===== src/rtl/dcs_pkg.sv =====
package dcs_pkg;
  localparam int WORD_W     = 32;
  localparam int DESC_WORDS = 8;
  localparam int IDX_W      = $clog2(DESC_WORDS);

  // descriptor word order
  localparam int W_NEXT = 0;
  localparam int W_C0   = 1;
  localparam int W_C1   = 2;
  localparam int W_SRC  = 3;
  localparam int W_DST  = 4;
  localparam int W_SIZE = 5;
  localparam int W_PAY  = 6;

  // control0 bits
  localparam int C0_IRQ    = 0;
  localparam int C0_DEC    = 1;
  localparam int C0_CIPHER = 5;
  localparam int C0_HASH   = 6;

  localparam logic [7:0] ERR_NONE  = 8'h00;
  localparam logic [7:0] ERR_ALIGN = 8'h01;
  localparam logic [7:0] ERR_MEM   = 8'h02;
  localparam logic [7:0] ERR_PU    = 8'h03;

  typedef enum logic [1:0] {
    ENG_IDLE,
    ENG_FETCH,
    ENG_ISSUE,
    ENG_POST
  } eng_state_e;
endpackage


===== src/rtl/dcs_chan.sv =====
module dcs_chan
  import dcs_pkg::*;
#(
  parameter int SEMA_W = 8
) (
  input  logic              clk_i,
  input  logic              rst_ni,
  input  logic              en_i,
  input  logic              ptr_we_i,
  input  logic              sema_we_i,
  input  logic              stclr_we_i,
  input  logic [WORD_W-1:0] wdata_i,
  input  logic              cpl_i,
  input  logic [7:0]        cpl_code_i,
  input  logic              cpl_dec_i,
  input  logic [WORD_W-1:0] cpl_next_i,
  output logic              ready_o,
  output logic [WORD_W-1:0] ptr_o,
  output logic [SEMA_W-1:0] sema_o,
  output logic [7:0]        status_o
);
  localparam logic [SEMA_W-1:0] SMAX = '1;

  logic [WORD_W-1:0] ptr_q;
  logic              loaded_q;
  logic [SEMA_W-1:0] sema_q, addend;
  logic [SEMA_W+1:0] sum;
  logic [7:0]        stat_q;
  logic              dec;
  logic              ok;

  assign ok = cpl_i && (cpl_code_i == ERR_NONE);

  always_comb begin
    addend = '0;
    if (sema_we_i) addend = (|wdata_i[WORD_W-1:SEMA_W]) ? SMAX : wdata_i[SEMA_W-1:0];
    dec = ok && cpl_dec_i && (sema_q != '0);
    sum = {2'b00, sema_q} + {2'b00, addend} - {{(SEMA_W+1){1'b0}}, dec};
  end

  always_ff @(posedge clk_i or negedge rst_ni) begin
    if (!rst_ni) begin
      ptr_q    <= '0;
      loaded_q <= 1'b0;
      sema_q   <= '0;
      stat_q   <= '0;
    end else begin
      sema_q <= (sum > {2'b00, SMAX}) ? SMAX : sum[SEMA_W-1:0];
      if (cpl_i) begin
        if (!ok || cpl_next_i == '0) loaded_q <= 1'b0;
        else ptr_q <= cpl_next_i;
      end
      if (ptr_we_i) begin
        ptr_q    <= wdata_i;
        loaded_q <= 1'b1;
      end
      if (cpl_i && stclr_we_i) stat_q <= cpl_code_i & ~wdata_i[7:0];
      else if (cpl_i)          stat_q <= cpl_code_i;
      else if (stclr_we_i)     stat_q <= stat_q & ~wdata_i[7:0];
    end
  end

  assign ready_o  = en_i && loaded_q && (sema_q != '0);
  assign ptr_o    = ptr_q;
  assign sema_o   = sema_q;
  assign status_o = stat_q;


  sema_sat_chk: assert property (@(posedge clk_i) disable iff (!rst_ni)
    (sema_q == SMAX && !cpl_i) |=> sema_q == SMAX);

  sema_dec_chk: assert property (@(posedge clk_i) disable iff (!rst_ni)
    (ok && cpl_dec_i && !sema_we_i && sema_q != '0) |=> sema_q == $past(sema_q) - 1'b1);

  chain_end_chk: assert property (@(posedge clk_i) disable iff (!rst_ni)
    (cpl_i && cpl_next_i == '0 && !ptr_we_i) |=> !ready_o);
endmodule


===== src/rtl/dcs_arb.sv =====
module dcs_arb #(
  parameter int NUM_CH = 4,
  parameter int CH_W   = 2
) (
  input  logic [NUM_CH-1:0] req_i,
  output logic              any_o,
  output logic [CH_W-1:0]   idx_o
);
  always_comb begin
    logic found;
    found = 1'b0;
    idx_o = '0;
    for (int i = 0; i < NUM_CH; i++) begin
      if (req_i[i] && !found) begin
        idx_o = CH_W'(i);
        found = 1'b1;
      end
    end
  end
  assign any_o = |req_i;
endmodule


===== src/rtl/dcs_engine.sv =====
module dcs_engine
  import dcs_pkg::*;
#(
  parameter int CH_W = 2
) (
  input  logic              clk_i,
  input  logic              rst_ni,
  input  logic              any_i,
  input  logic [CH_W-1:0]   gidx_i,
  input  logic [WORD_W-1:0] ptr_i,
  output logic              start_o,
  output logic              mem_req_o,
  output logic [WORD_W-1:0] mem_addr_o,
  input  logic              mem_ack_i,
  input  logic [WORD_W-1:0] mem_rdata_i,
  input  logic              mem_err_i,
  output logic              pu_req_o,
  output logic [CH_W-1:0]   pu_chan_o,
  output logic [1:0]        pu_sel_o,
  output logic [WORD_W-1:0] pu_ctrl0_o,
  output logic [WORD_W-1:0] pu_ctrl1_o,
  output logic [WORD_W-1:0] pu_src_o,
  output logic [WORD_W-1:0] pu_dst_o,
  output logic [WORD_W-1:0] pu_size_o,
  output logic [WORD_W-1:0] pu_payload_o,
  input  logic              pu_done_i,
  input  logic              pu_err_i,
  output logic              cpl_o,
  output logic [CH_W-1:0]   cpl_chan_o,
  output logic [7:0]        cpl_code_o,
  output logic              cpl_dec_o,
  output logic              cpl_irq_o,
  output logic [WORD_W-1:0] cpl_next_o
);
  localparam logic [IDX_W-1:0] LAST = IDX_W'(DESC_WORDS - 1);

  eng_state_e        state_q;
  logic [CH_W-1:0]   chan_q;
  logic [WORD_W-1:0] base_q;
  logic [IDX_W-1:0]  idx_q;
  logic [7:0]        code_q;
  logic [WORD_W-1:0] desc_q [DESC_WORDS-1];
  logic              uses_pu;

  assign uses_pu = desc_q[W_C0][C0_HASH] | desc_q[W_C0][C0_CIPHER];

  always_ff @(posedge clk_i or negedge rst_ni) begin
    if (!rst_ni) begin
      state_q <= ENG_IDLE;
      chan_q  <= '0;
      base_q  <= '0;
      idx_q   <= '0;
      code_q  <= ERR_NONE;
      for (int k = 0; k < DESC_WORDS - 1; k++) desc_q[k] <= '0;
    end else begin
      unique case (state_q)
        ENG_IDLE: if (any_i) begin
          chan_q <= gidx_i;
          base_q <= ptr_i;
          idx_q  <= '0;
          if (ptr_i[1:0] != 2'b00) begin
            code_q  <= ERR_ALIGN;
            state_q <= ENG_POST;
          end else begin
            state_q <= ENG_FETCH;
          end
        end
        ENG_FETCH: if (mem_ack_i) begin
          if (mem_err_i) begin
            code_q  <= ERR_MEM;
            state_q <= ENG_POST;
          end else if (idx_q == LAST) begin
            code_q  <= ERR_NONE;
            state_q <= uses_pu ? ENG_ISSUE : ENG_POST;
          end else begin
            desc_q[idx_q] <= mem_rdata_i;
            idx_q         <= idx_q + 1'b1;
          end
        end
        ENG_ISSUE: if (pu_done_i) begin
          code_q  <= pu_err_i ? ERR_PU : ERR_NONE;
          state_q <= ENG_POST;
        end
        ENG_POST: state_q <= ENG_IDLE;
        default:  state_q <= ENG_IDLE;
      endcase
    end
  end

  assign start_o      = (state_q == ENG_IDLE) && any_i;
  assign mem_req_o    = (state_q == ENG_FETCH);
  assign mem_addr_o   = base_q + WORD_W'({idx_q, 2'b00});
  assign pu_req_o     = (state_q == ENG_ISSUE);
  assign pu_chan_o    = chan_q;
  assign pu_sel_o     = {desc_q[W_C0][C0_HASH], desc_q[W_C0][C0_CIPHER]};
  assign pu_ctrl0_o   = desc_q[W_C0];
  assign pu_ctrl1_o   = desc_q[W_C1];
  assign pu_src_o     = desc_q[W_SRC];
  assign pu_dst_o     = desc_q[W_DST];
  assign pu_size_o    = desc_q[W_SIZE];
  assign pu_payload_o = desc_q[W_PAY];
  assign cpl_o        = (state_q == ENG_POST);
  assign cpl_chan_o   = chan_q;
  assign cpl_code_o   = code_q;
  assign cpl_dec_o    = desc_q[W_C0][C0_DEC];
  assign cpl_irq_o    = desc_q[W_C0][C0_IRQ];
  assign cpl_next_o   = desc_q[W_NEXT];


  mem_align_chk: assert property (@(posedge clk_i) disable iff (!rst_ni)
    mem_req_o |-> mem_addr_o[1:0] == 2'b00);

  mem_hold_chk: assert property (@(posedge clk_i) disable iff (!rst_ni)
    (mem_req_o && !mem_ack_i) |=> mem_req_o && $stable(mem_addr_o));

  pu_hold_chk: assert property (@(posedge clk_i) disable iff (!rst_ni)
    (pu_req_o && !pu_done_i) |=> pu_req_o && $stable(pu_chan_o) && $stable(pu_ctrl0_o));

  excl_chk: assert property (@(posedge clk_i) disable iff (!rst_ni)
    $onehot0({mem_req_o, pu_req_o, cpl_o}));
endmodule


===== src/rtl/desc_cmd_seq.sv =====
module desc_cmd_seq
  import dcs_pkg::*;
#(
  parameter int NUM_CH = 4,
  parameter int ADDR_W = 12,
  parameter int SEMA_W = 8,
  localparam int CH_W  = (NUM_CH > 1) ? $clog2(NUM_CH) : 1
) (
  input  logic              clk_i,
  input  logic              rst_ni,
  input  logic              reg_we_i,
  input  logic [ADDR_W-1:0] reg_addr_i,
  input  logic [WORD_W-1:0] reg_wdata_i,
  output logic [WORD_W-1:0] reg_rdata_o,
  output logic              mem_req_o,
  output logic [WORD_W-1:0] mem_addr_o,
  input  logic              mem_ack_i,
  input  logic [WORD_W-1:0] mem_rdata_i,
  input  logic              mem_err_i,
  output logic              pu_req_o,
  output logic [CH_W-1:0]   pu_chan_o,
  output logic [1:0]        pu_sel_o,
  output logic [WORD_W-1:0] pu_ctrl0_o,
  output logic [WORD_W-1:0] pu_ctrl1_o,
  output logic [WORD_W-1:0] pu_src_o,
  output logic [WORD_W-1:0] pu_dst_o,
  output logic [WORD_W-1:0] pu_size_o,
  output logic [WORD_W-1:0] pu_payload_o,
  input  logic              pu_done_i,
  input  logic              pu_err_i,
  output logic              irq_o
);
  localparam int EN_W      = 8;
  localparam int A_GSTAT   = 'h010;
  localparam int A_GCLR    = 'h018;
  localparam int A_CHEN    = 'h020;
  localparam int CH_BASE   = 'h100;
  localparam int CH_STRIDE = 'h40;
  localparam int O_PTR     = 'h00;
  localparam int O_SEMA    = 'h10;
  localparam int O_STAT    = 'h20;
  localparam int O_STCLR   = 'h28;

  logic [EN_W-1:0]   en_q;
  logic [NUM_CH-1:0] irq_q, irq_d;
  logic [NUM_CH-1:0] ready;
  logic [WORD_W-1:0] ptr_a  [NUM_CH];
  logic [SEMA_W-1:0] sema_a [NUM_CH];
  logic [7:0]        stat_a [NUM_CH];

  logic              any, start;
  logic [CH_W-1:0]   gidx;
  logic              cpl, cpl_dec, cpl_irq;
  logic [CH_W-1:0]   cpl_chan;
  logic [7:0]        cpl_code;
  logic [WORD_W-1:0] cpl_next;

  for (genvar i = 0; i < NUM_CH; i++) begin : g_ch
    localparam logic [ADDR_W-1:0] BASE = ADDR_W'(CH_BASE + i * CH_STRIDE);
    dcs_chan #(.SEMA_W(SEMA_W)) u_chan (
      .clk_i      (clk_i),
      .rst_ni     (rst_ni),
      .en_i       (en_q[i]),
      .ptr_we_i   (reg_we_i && reg_addr_i == BASE + ADDR_W'(O_PTR)),
      .sema_we_i  (reg_we_i && reg_addr_i == BASE + ADDR_W'(O_SEMA)),
      .stclr_we_i (reg_we_i && reg_addr_i == BASE + ADDR_W'(O_STCLR)),
      .wdata_i    (reg_wdata_i),
      .cpl_i      (cpl && cpl_chan == CH_W'(i)),
      .cpl_code_i (cpl_code),
      .cpl_dec_i  (cpl_dec),
      .cpl_next_i (cpl_next),
      .ready_o    (ready[i]),
      .ptr_o      (ptr_a[i]),
      .sema_o     (sema_a[i]),
      .status_o   (stat_a[i])
    );
  end

  dcs_arb #(.NUM_CH(NUM_CH), .CH_W(CH_W)) u_arb (
    .req_i (ready),
    .any_o (any),
    .idx_o (gidx)
  );

  dcs_engine #(.CH_W(CH_W)) u_eng (
    .clk_i        (clk_i),
    .rst_ni       (rst_ni),
    .any_i        (any),
    .gidx_i       (gidx),
    .ptr_i        (ptr_a[gidx]),
    .start_o      (start),
    .mem_req_o    (mem_req_o),
    .mem_addr_o   (mem_addr_o),
    .mem_ack_i    (mem_ack_i),
    .mem_rdata_i  (mem_rdata_i),
    .mem_err_i    (mem_err_i),
    .pu_req_o     (pu_req_o),
    .pu_chan_o    (pu_chan_o),
    .pu_sel_o     (pu_sel_o),
    .pu_ctrl0_o   (pu_ctrl0_o),
    .pu_ctrl1_o   (pu_ctrl1_o),
    .pu_src_o     (pu_src_o),
    .pu_dst_o     (pu_dst_o),
    .pu_size_o    (pu_size_o),
    .pu_payload_o (pu_payload_o),
    .pu_done_i    (pu_done_i),
    .pu_err_i     (pu_err_i),
    .cpl_o        (cpl),
    .cpl_chan_o   (cpl_chan),
    .cpl_code_o   (cpl_code),
    .cpl_dec_o    (cpl_dec),
    .cpl_irq_o    (cpl_irq),
    .cpl_next_o   (cpl_next)
  );

  always_comb begin
    irq_d = irq_q;
    if (reg_we_i && reg_addr_i == ADDR_W'(A_GCLR)) irq_d = irq_d & ~reg_wdata_i[NUM_CH-1:0];
    if (cpl && (cpl_code != ERR_NONE || cpl_irq)) irq_d[cpl_chan] = 1'b1;
  end

  always_ff @(posedge clk_i or negedge rst_ni) begin
    if (!rst_ni) begin
      en_q  <= '0;
      irq_q <= '0;
    end else begin
      irq_q <= irq_d;
      if (reg_we_i && reg_addr_i == ADDR_W'(A_CHEN)) en_q <= reg_wdata_i[EN_W-1:0];
    end
  end

  assign irq_o = |irq_q;

  always_comb begin
    reg_rdata_o = '0;
    if (reg_addr_i == ADDR_W'(A_GSTAT)) reg_rdata_o = WORD_W'(irq_q);
    if (reg_addr_i == ADDR_W'(A_CHEN))  reg_rdata_o = WORD_W'(en_q);
    for (int i = 0; i < NUM_CH; i++) begin
      if (reg_addr_i == ADDR_W'(CH_BASE + i * CH_STRIDE + O_PTR))  reg_rdata_o = ptr_a[i];
      if (reg_addr_i == ADDR_W'(CH_BASE + i * CH_STRIDE + O_SEMA)) reg_rdata_o = WORD_W'(sema_a[i]);
      if (reg_addr_i == ADDR_W'(CH_BASE + i * CH_STRIDE + O_STAT)) reg_rdata_o = WORD_W'(stat_a[i]);
    end
  end


  start_en_chk: assert property (@(posedge clk_i) disable iff (!rst_ni)
    start |-> en_q[gidx]);

  irq_hold_chk: assert property (@(posedge clk_i) disable iff (!rst_ni)
    (irq_o && !(reg_we_i && reg_addr_i == ADDR_W'(A_GCLR))) |=> irq_o);
endmodule


===== config.mk =====
export PLATFORM = sky130hd
export DESIGN_NAME = desc_cmd_seq
export DESIGN_NICKNAME = d
export VERILOG_FILES = /design/src/rtl/dcs_pkg.sv /design/src/rtl/dcs_chan.sv /design/src/rtl/dcs_arb.sv /design/src/rtl/dcs_engine.sv /design/src/rtl/desc_cmd_seq.sv
export SDC_FILE = /design/constraint.sdc
export NUM_CORES = 1
export LEC_CHECK = 0
export ABC_AREA = 0
export BUFFER_PORTS_ARGS = -buffer_cell sky130_fd_sc_hd__buf_2
export CAP_MARGIN = 20
export CORE_MARGIN = 1.5
export CORE_UTILIZATION = 52
export DETAILED_ROUTE_END_ITERATION = 6
export PLACE_DENSITY_LB_ADDON = 0.05
export SETUP_SLACK_MARGIN = 0.5
export SLEW_MARGIN = 5
export SYNTH_ARGS = -nofsm -noshare
export SYNTH_HDL_FRONTEND = slang
export SYNTH_SLANG_ARGS = --single-unit
export TNS_END_PERCENT = 5

===== constraint.sdc =====
create_clock -name clk_i -period 2.77 [get_ports clk_i]
set_input_delay 0.277 -clock clk_i [delete_from_list [all_inputs] [get_ports clk_i]]
set_output_delay 0.277 -clock clk_i [all_outputs]
set_load 0.01 [all_outputs]

Word level (Yosys, flattened, before mapping)

Index checks and enable logic that the tools add are counted.

Bits in registers: 479
Input port bits: 83
Output and inout port bits: 263

$add $sub $neg: 10
Magnitude comparators: 9
Eq/ne operators: 37
Mux-type cells: 96
Bitwise operators: 14
Reduce and logical (&&, ||, !) cells: 100

Operators with widths:

| cell                                                | count |
|---|---|
| two-way mux 32 bit                                  | 28 |
| bitwise mux 224 bit                                 | 1 |
| two-way mux 8 bit                                   | 27 |
| == test 12 x 9 -> 1 bit, second input constant      | 16 |
| demux 32 bit (select 3 bit)                         | 1 |
| binary-select mux 32 bit (select 2 bit)             | 1 |
| logical AND 1 bit                                   | 48 |
| AND 8 bit                                           | 5 |
| > comparator 10 x 8 -> 1 bit, second input constant | 4 |
| nonzero test 8 bit                                  | 5 |
| subtractor 10 x 1 -> 10 bit                         | 4 |
| adder 8 x 8 -> 9 bit                                | 4 |
| adder 32 x 5 -> 32 bit                              | 1 |
| zero test 32 bit                                    | 1 |
| == test 12 x 5 -> 1 bit, second input constant      | 2 |
| case mux 8 bit (3 select lines)                     | 1 |
| OR reduction 24 bit                                 | 1 |
| nonzero test 2 bit                                  | 10 |
| two-way mux 1 bit                                   | 18 |
| two-way mux 2 bit                                   | 9 |
| AND reduction 2 bit                                 | 9 |
| nonzero test 3 bit                                  | 5 |
| != test 2 x 1 -> 1 bit, second input constant       | 7 |
| == test 12 x 6 -> 1 bit, second input constant      | 1 |
| 32 further kinds                                    | 57 |

Depth between registers and ports, before layout

Gate-level depths: netlist (run 1).

Depth after elaboration: 20
Mapped depth: 16
Depth with buffers taken out: 14

Modules after synthesis

Synthesis (run 1) repeated with hierarchy kept, for this count alone.

Cells, all modules: 2,198
Area, all modules: 25,495.7 sq um

Modules (own cells, without submodules):

| module       | times used | cells each | area an instance (sq um) |
|---|---|---|---|
| dcs_chan     | 4          | 261        | 2,827.7 |
| dcs_engine   | 1          | 709        | 10,812.9 |
| desc_cmd_seq | 1          | 438        | 3,337.0 |
| dcs_arb      | 1          | 7          | 35.0 |

Worst setup path before layout (run 1)

No wires, ideal clock.

Path type: input to register
Start point: in reg_addr_i[2]
End point: reg g_ch[3].u_chan.sema_q[7]
Library setup time: 151 ps
Data arrival time: 4,275 ps
Slack: -1,656 ps
Cell stages on the path: 15
Path buffers: 2
Cells stage by stage: or4_4 buf_6 or3_4 buf_6 nor3_1 nand2_1 nor2_1 ha_1 a211oi_1 o21ai_0 and2_1 o311ai_0 a211oi_1 mux2i_1 nand3_1

Longest elaborated chain between the ends: 7

RTL lines:

| item                          | line               | source |
|---|---|---|
| start: declaration            | desc_cmd_seq.sv:12 | `input logic [ADDR_W-1:0] reg_addr_i,` |
| == test 12 x 9 -> 1 bit *     | desc_cmd_seq.sv:65 | `.sema_we_i (reg_we_i && reg_addr_i == BASE + ADDR_W'(O_SEMA)),` |
| logical AND 1 bit *           | desc_cmd_seq.sv:65 |  |
| two-way mux 8 bit *           | dcs_chan.sv:36     | `if (sema_we_i) addend = (\|wdata_i[WORD_W-1:SEMA_W]) ? SMAX : wdata_i[SEMA_W-1:0];` |
| adder 8 x 8 -> 9 bit *        | dcs_chan.sv:38     | `sum = {2'b00, sema_q} + {2'b00, addend} - {{(SEMA_W+1){1'b0}}, dec};` |
| subtractor 10 x 1 -> 10 bit * | dcs_chan.sv:38     |  |
| > comparator 10 x 8 -> 1 bit  | dcs_chan.sv:48     | `sema_q <= (sum > {2'b00, SMAX}) ? SMAX : sum[SEMA_W-1:0];` |
| two-way mux 8 bit *           | dcs_chan.sv:48     |  |
| end signal: assignment        | dcs_chan.sv:48     |  |
| end: declaration              | dcs_chan.sv:26     | `logic [SEMA_W-1:0] sema_q, addend;` |

Mark *: on every way between the ends. The rest lies on a longest branch, timed or not.
A chain may end at the register's enable or synchronous reset.

Worst setup path in the final report (run 1)

Start point: in reg_addr_i[2]
End point: reg g_ch[2].u_chan.sema_q[4]

Longest elaborated chain between the ends: 7

RTL lines:

| item                          | line |
|---|---|
| == test 12 x 9 -> 1 bit *     | desc_cmd_seq.sv:65 |
| logical AND 1 bit *           | desc_cmd_seq.sv:65 |
| two-way mux 8 bit *           | dcs_chan.sv:36 |
| adder 8 x 8 -> 9 bit *        | dcs_chan.sv:38 |
| subtractor 10 x 1 -> 10 bit * | dcs_chan.sv:38 |
| > comparator 10 x 8 -> 1 bit  | dcs_chan.sv:48 |
| two-way mux 8 bit *           | dcs_chan.sv:48 |
| end signal: assignment        | dcs_chan.sv:48 |
| end: declaration              | dcs_chan.sv:26 |

Marks and branches as above.

==> impl_metrics.toml, run 1 <==
[clock_network]
cts_made_buffers = 51
clock_path_buffers = 3
clk_pin_slew_worst_paths_ns = 0.06
cts_root_buffer = "clkbuf_16"
numClockSinks = 473
htreeDepth = 2
clk-insertion-delay-late_ns = 0.62
cts_tree = "done"

[setup_path]
r2r_end = "g_ch[0].u_chan.sema_o[5]"
r2r_slack_ns = -0.07
worstSetupStartpointType = "primary input"
path_buf_inv = 3
worstPathCellList = "buf_6 > or4_4 > or3_4 > buf_6 > nor3_4 > nand2_4 > nor2_4 > ha_4 > a211oi_4 > buf_4 > o21ai_0 > a21o_1 > o31a_1 > and3b_1 > a22oi_2 > o211ai_1"
critical_path_class = "primary input to flop"
worst_ep_required_time_ns = 3.23
rr_worst_depth = 11
worstPathMaxFanout = 6
critPathSlowestCell = "or4_4"
r2r_start = "u_eng.state_q[1]"
crit_family = "simple AND/OR/NAND/NOR gates"
cp.arrival_ns = 3.77
slowest_delay_ns = 0.53
crit_top_cell = "buf_6"
cp-end-kind = "flop"

[synth]
syn_area_um2 = 24300
yosys_warnings = 0
async_flop_share_pct = 100
yosys.cell_types.count = 73
avgSynthCellArea_um2 = 10.5
synth_ff_type = "dfrtp_1"
netlist_instances = 2319
syn_nets = 2457
ys_seq_elements = 473
synth_edf_count = 0
synth-seq-area-share_pct = 48.8

[power]
powerDensity_nw_per_um2 = 649
pwr-share-clk_pct = 33.9
p_int_uw = 15000
power_switching_uw = 6770
p_comb_share_pct = 23.6
p_leak_uw = 0.0176
total_power_uw = 21700
p_sw_share_pct = 31.1
power_frac_seq_pct = 42.5
irDropWorstVdd_uv = 606

[sta]
worst_slew_pin_slew_ns = 0.821
whs_ns = 0.0269
setup_viol = 86
layout_min_cycle_time_ns = 3.31
finalMaxSlewViolations = 0
fin_crit_sh_pct = 120
timing.final.ws_setup_ns = -0.545
relSlewSlack_pct = 45.2
rsz0062_at_grt = "yes"
skew_ns = 0.0242
fmax_mhz = 302
hold_violations = 0

[route]
antenna_left = 0
avgRoutedWirePerCell_um = 24.3
drc = 0
drt_iter0_drc = 1989
viasPerCell = 5.99
num_vias = 21700
drtPass1Iterations = 5
routed_wl_um = 88100

[global_route]
antenna_found_initial = 1
grtUsageTotal_pct = 35.8
grt_max_degree = 77
grt_pass1_vias = 22000
overflow = 0
grt_pass1_wl_um = 131000

[placement]
gp_congestion = 0.966
hpwl_um = 62000
io_buffer_count = 345
dp_slack_ns = -1.58

[hold_path]
min_from = "pu_err_i"
hp-class = "primary input to flop"
whs_path_depth = 4
hold_end = "u_eng.cpl_code_o[0]"

[layout]
layout-drive-gt1-share_pct = 41.9
final_common_cell = "dfrtp_1"
area_growth_pct = 38.1
finish.net_count = 3123
final_cell_mix = "dfrtp_1 (455), buf_2 (339), buf_4 (326)"
antenna_cells = 0
regArea_um2 = 11900
multi_input_comb_area_um2 = 13500
fill_cells = 3247
final_util_pct = 73.4

[die]
die_w_um = 219
ios = 346
die_y_um = 219
coreArea_um2 = 45700
dieArea_um2 = 48000
num_rows = 78
start_util_pct = 53.1

[flow_run]
maxCapViolCount = 0

[outcome]
status = "finished with violations"
violations = "negative setup slack"
-- power by group through the flow --
| stage | clock network, uW | logic (uW) | registers (uW) |
|---|---|---|---|
| after floorplan | 0 | 2150 | 8990 |
| after global placement | 0 | 4280 | 9080 |
| after detailed placement | 0 | 4390 | 9150 |
| after CTS | 7420 | 4550 | 9070 |
| after global routing | 7690 | 5510 | 9340 |
| final | 7370 | 5140 | 9240 |
-- registers in the layout, indices dropped and copies added (netlist names), 4 cells and up --
register and count:
u_eng.cpl_next_o 32, u_eng.pu_size_o 32, irq_q 4, en_q 8, u_eng.pu_payload_o 32, u_eng.pu_ctrl1_o 32, u_eng.pu_ctrl0_o 32, g_ch.u_chan.sema_o 32
u_eng.pu_dst_o 32, g_ch.u_chan.status_o 32, g_ch.u_chan.loaded_q 4, u_eng.base_q 32, u_eng.pu_src_o 32, g_ch.u_chan.ptr_o 128
-- repair_timing --
item / 4_1_cts / 5_1_grt
hold endpoints to repair: 91 / 0
setup endpoints to repair: 482 / 466
gates cloned: 0 / 0
hold buffers: 12 / 0
pin swaps: 83 / 55
gates resized for setup: 154 / 283
buffers inserted: 20 / 15
-- synth_stat cells, types with 4 or more instances --
cell | n | area [um^2]
a311oi_1 | 30 | 263
a22o_1 | 4 | 35.0
a211oi_1 | 26 | 195
xor2_1 | 14 | 123
nor4_2 | 4 | 50.1
o21bai_1 | 9 | 67.6
and3_1 | 42 | 263
nand3_1 | 27 | 135
nor2b_1 | 5 | 31.3
a211o_1 | 16 | 140
nor2_1 | 166 | 623
dfrtp_1 | 473 | 11800
buf_2 | 20 | 100
nor3_1 | 30 | 150
mux2_2 | 229 | 2580
fa_1 | 5 | 100
or4_1 | 4 | 30.0
xnor2_1 | 39 | 342
nand2_1 | 323 | 1210
a21o_1 | 49 | 368
a221o_1 | 7 | 70.1
a21oi_1 | 121 | 606
a32oi_1 | 4 | 35.0
inv_1 | 23 | 86.3
o21ai_0 | 103 | 515
mux2i_1 | 144 | 1440
buf_1 | 10 | 37.5
o21a_1 | 10 | 75.1
a22oi_1 | 63 | 473
nor4_1 | 25 | 156
and2_1 | 14 | 87.6
mux2_1 | 7 | 78.8
or3_1 | 8 | 50.1
clkbuf_1 | 97 | 364
o22ai_1 | 8 | 50.1
ha_1 | 50 | 626
or2_2 | 7 | 43.8
nand2b_1 | 13 | 81.3
buf_4 | 6 | 45.0
a221oi_1 | 5 | 43.8
nand4_1 | 14 | 87.6
o211ai_1 | 13 | 97.6
-- worst reg2reg max path, cell delays in order, from the launching register on --
cell      delay (ns)
dfrtp_1         0.35
ha_1            0.21
or3b_2          0.51
a211oi_1        0.28
buf_4           0.17
ha_1            0.16
ha_1            0.17
nand2_1         0.10
a211o_1         0.33
mux2i_4         0.23
buf_6           0.16
nand2_2         0.05
-- area by class of cell --
class | count | share of cell area [%]
repair buffers | 749 | 16.5
clock inverters | 21 | 0.922
flip-flops and latches | 473 | 35.4
well taps | 600 | 2.24
clock buffers | 72 | 4.49
multi-input cells | 1687 | 40.2
inverters | 23 | 0.258
-- logic make-up (layout without fill, tap and decap cells) --
logic type | Yosys count | in the layout | synth area share [%]
XOR/XNOR | 53 | 53 | 1.91
flip-flops | 473 | 473 | 48.8
multiplexers | 380 | 380 | 16.9
AND/OR/NAND/NOR | 704 | 704 | 13.3
adder cells (fa/ha/maj) | 55 | 55 | 2.99
buffers and inverters | 159 | 865 | 2.75
AO/OA/AOI/OAI | 495 | 495 | 13.4
-- worst max-delay path by stage --
stage	endpoint	slack (ns)	depth (start not counted)	start
4_1_cts	mem_addr_o[24]	-0.54	13	u_eng.idx_q[0]
2_1_floorplan	g_ch[3].u_chan.sema_o[7]	-1.07	15	reg_addr_i[2]
3_5_place_dp	g_ch[1].u_chan.sema_o[4]	-1.58	17	reg_wdata_i[9]
5_1_grt	mem_addr_o[28]	-0.65	13	u_eng.idx_q[0]
6_report	g_ch[2].u_chan.sema_o[4]	-0.54	16	reg_addr_i[2]
3_3_place_gp	g_ch[1].u_chan.sema_o[4]	-1.53	17	reg_wdata_i[9]
-- through the flow --
step,area (um^2),setup TNS (ns),instances
global route,33500,-35.92,3625
finish,33500,-27.07,3625
detailed placement,29600,-70.62,3485
CTS,32400,-21.96,3610
global placement,29600,-67.76,3485
floorplan,24500,-30.88,2319
-- per-layer routing --
layer | up-vias | part of all wire (%) | global-route usage [%]
li1 | 9681 | - | -
met1 | 10900 | 42 | 49.4
met2 | 1018 | 46 | 55.9
met3 | 141 | 9.9 | 8.97
met4 | 2 | 2.7 | 10.5
met5 | - | 0.014 | 0
No activity file was read; power rests on OpenSTA's default activity.
==> run 2, diff against run 1 <==
--- a/config.mk
+++ b/config.mk
@@ -6,11 +6,11 @@
 export NUM_CORES = 1
 export LEC_CHECK = 0
 export ABC_AREA = 0
-export BUFFER_PORTS_ARGS = -buffer_cell sky130_fd_sc_hd__buf_2
 export CAP_MARGIN = 20
 export CORE_MARGIN = 1.5
-export CORE_UTILIZATION = 52
+export CORE_UTILIZATION = 58
 export DETAILED_ROUTE_END_ITERATION = 6
+export DONT_BUFFER_PORTS = 1
 export PLACE_DENSITY_LB_ADDON = 0.05
 export SETUP_SLACK_MARGIN = 0.5
 export SLEW_MARGIN = 5
==> run 2 against run 1 <==
Net effect: the run ends with design-rule violations, negative hold slack, max-slew violations, negative setup slack left; total power down 0.89%; clock skew up 0.0043 ns; sequential share of layout area up 1.6 points; cell area down 4.4%; final cell count down 11%; count of clock-buffer cells in the layout down 10.
==> impl_metrics.toml, run 2 (synthesized netlist as in run 1, its figures left out) <==
[clock_network]
numClockSinks = 473
cts_tree = "done"
htreeDepth = 2
clk_pin_slew_worst_paths_ns = 0.07
clock_path_buffers = 3
cts_root_buffer = "clkbuf_16"
cts_made_buffers = 49
clk-insertion-delay-late_ns = 0.62
hold_buffers = 66

[sta]
fin_crit_sh_pct = 122
finalMaxSlewViolations = 183
skew_ns = 0.0284
timing.final.ws_setup_ns = -0.598
hold_violations = 473
relSlewSlack_pct = -13.8
layout_min_cycle_time_ns = 3.37
setup_viol = 83
whs_ns = -0.607
worst_slew_pin_slew_ns = 1.71
rsz0062_at_grt = "yes"
fmax_mhz = 297

[setup_path]
worstPathMaxFanout = 5
critPathSlowestCell = "fa_2"
crit_family = "simple AND/OR/NAND/NOR gates"
critical_path_class = "flop to output port"
worstPathCellList = "ha_2 > inv_2 > fa_2 > nor2b_4 > nor2_2 > nor3_2 > buf_4 > nand4_1 > nor2_1 > buf_4 > nand3_1 > xnor2_1 > buf_4"
worstSetupStartpointType = "flop"
cp-end-kind = "output port"
rr_worst_depth = 9
crit_top_cell = "buf_4"
r2r_end = "g_ch[0].u_chan.sema_o[6]"
worst_ep_required_time_ns = 2.49
r2r_start = "u_eng.state_q[0]"
slowest_delay_ns = 0.43
cp.arrival_ns = 3.09
path_buf_inv = 4
r2r_slack_ns = -0.13

[placement]
gp_congestion = 0.953
io_buffer_count = 0
hpwl_um = 55200
postPlaceCellArea_um2 = 27100

[route]
drtPass1Iterations = 7
drc = 37
viasPerCell = 6.63
routed_wl_um = 90800
top_layer_used = "met4"
antenna_left = 0
m1WireLength_um = 34700
drt_iter0_drc = 2179
wl_met3_um = 9610
num_vias = 21300
avgRoutedWirePerCell_um = 28.3
route.met2.wl_um = 42100

[die]
die_w_um = 208
start_util_pct = 59.2
die_y_um = 208
coreArea_um2 = 41000
dieArea_um2 = 43100
ios = 346
num_rows = 74

[global_route]
antenna_found_initial = 1
grt_max_degree = 474
grt_pass1_vias = 21400
grtUsageTotal_pct = 38.9
grt_pass1_wl_um = 129000
overflow = 0

[outcome]
violations = "design-rule violations, negative hold slack, max-slew violations, negative setup slack"
status = "finished with violations"

[hold_path]
hp-class = "primary input to async pin"

[layout]
finish.net_count = 2775
largest_register_ffs = 128
area_growth_pct = 32.0
layout-drive-gt1-share_pct = 33.3
final_cell_mix = "dfrtp_1 (468), nand2_1 (304), buf_4 (283)"
final_common_cell = "dfrtp_1"
final_area_um2 = 32000

[flow_run]
maxCapViolCount = 0

[power]
irDropWorstVdd_uv = 641
powerDensity_nw_per_um2 = 673
p_leak_uw = 0.0159
total_power_uw = 21600
## run 2: layout make-up
| cell class | count | area (um^2) |
|---|---|---|
| Fill cell | 2499 | 8980 |
| Inverter | 23 | 88.8 |
| Clock buffer | 62 | 1340 |
| Antenna cell | 2 | 5.00 |
| Timing Repair Buffer | 403 | 3720 |
| Tap cell | 532 | 666 |
| Clock inverter | 28 | 412 |
| Multi-Input combinational cell | 1687 | 14000 |
| Sequential cell | 473 | 11800 |
## run 2: what timing repair did
item | in CTS | in global routing
resized for setup | 215 | 342
pin swaps | 77 | 80
buffers inserted | 35 | 6
endpoints found under the hold margin | 870 | 473
endpoints found under the setup margin | 385 | 426
## run 2: worst max path at each step
stage | start | to | slack, ns | cells after the start
global route | u_eng.idx_q[0] | mem_addr_o[24] | -0.70 | 13
floorplan | reg_addr_i[2] | g_ch[3].u_chan.sema_o[7] | -1.07 | 15
finish | u_eng.base_q[2] | mem_addr_o[24] | -0.60 | 13
detailed placement | reg_wdata_i[20] | g_ch[1].u_chan.sema_o[4] | -1.41 | 14
CTS | u_eng.base_q[2] | mem_addr_o[30] | -0.53 | 13
global placement | reg_wdata_i[20] | g_ch[1].u_chan.sema_o[4] | -1.38 | 14
## run 2: per-layer routing
layer / GRT usage [%] / up-vias
met5: 0 / -
met1: 50.9 / 10700
met3: 11.1 / 293
met4: 17.4 / 0
met2: 60.4 / 1262
li1: - / 8987
## run 2: where the power goes
part	switching, uW	total (uW)	internal [uW]
Combinational	2400	4920	2510
Clock	3070	7280	4210
Sequential	1400	9360	7960
## run 2: per-stage QoR
step / instances / setup WS (ns) / setup TNS (ns) / hold WS, ns / util (%)
after global routing: 3208 / -0.701 / -31.30 / -0.616 / 78.1
final: 3210 / -0.598 / -23.80 / -0.607 / 78.1
after global placement: 3011 / -1.38 / -46.93 / 0.00373 / 66.1
after CTS: 3202 / -0.527 / -15.60 / -0.623 / 74.9
after floorplan: 2319 / -1.07 / -30.88 / -0.0186 / -
after detailed placement: 3011 / -1.41 / -50.70 / 0.00373 / 66.1
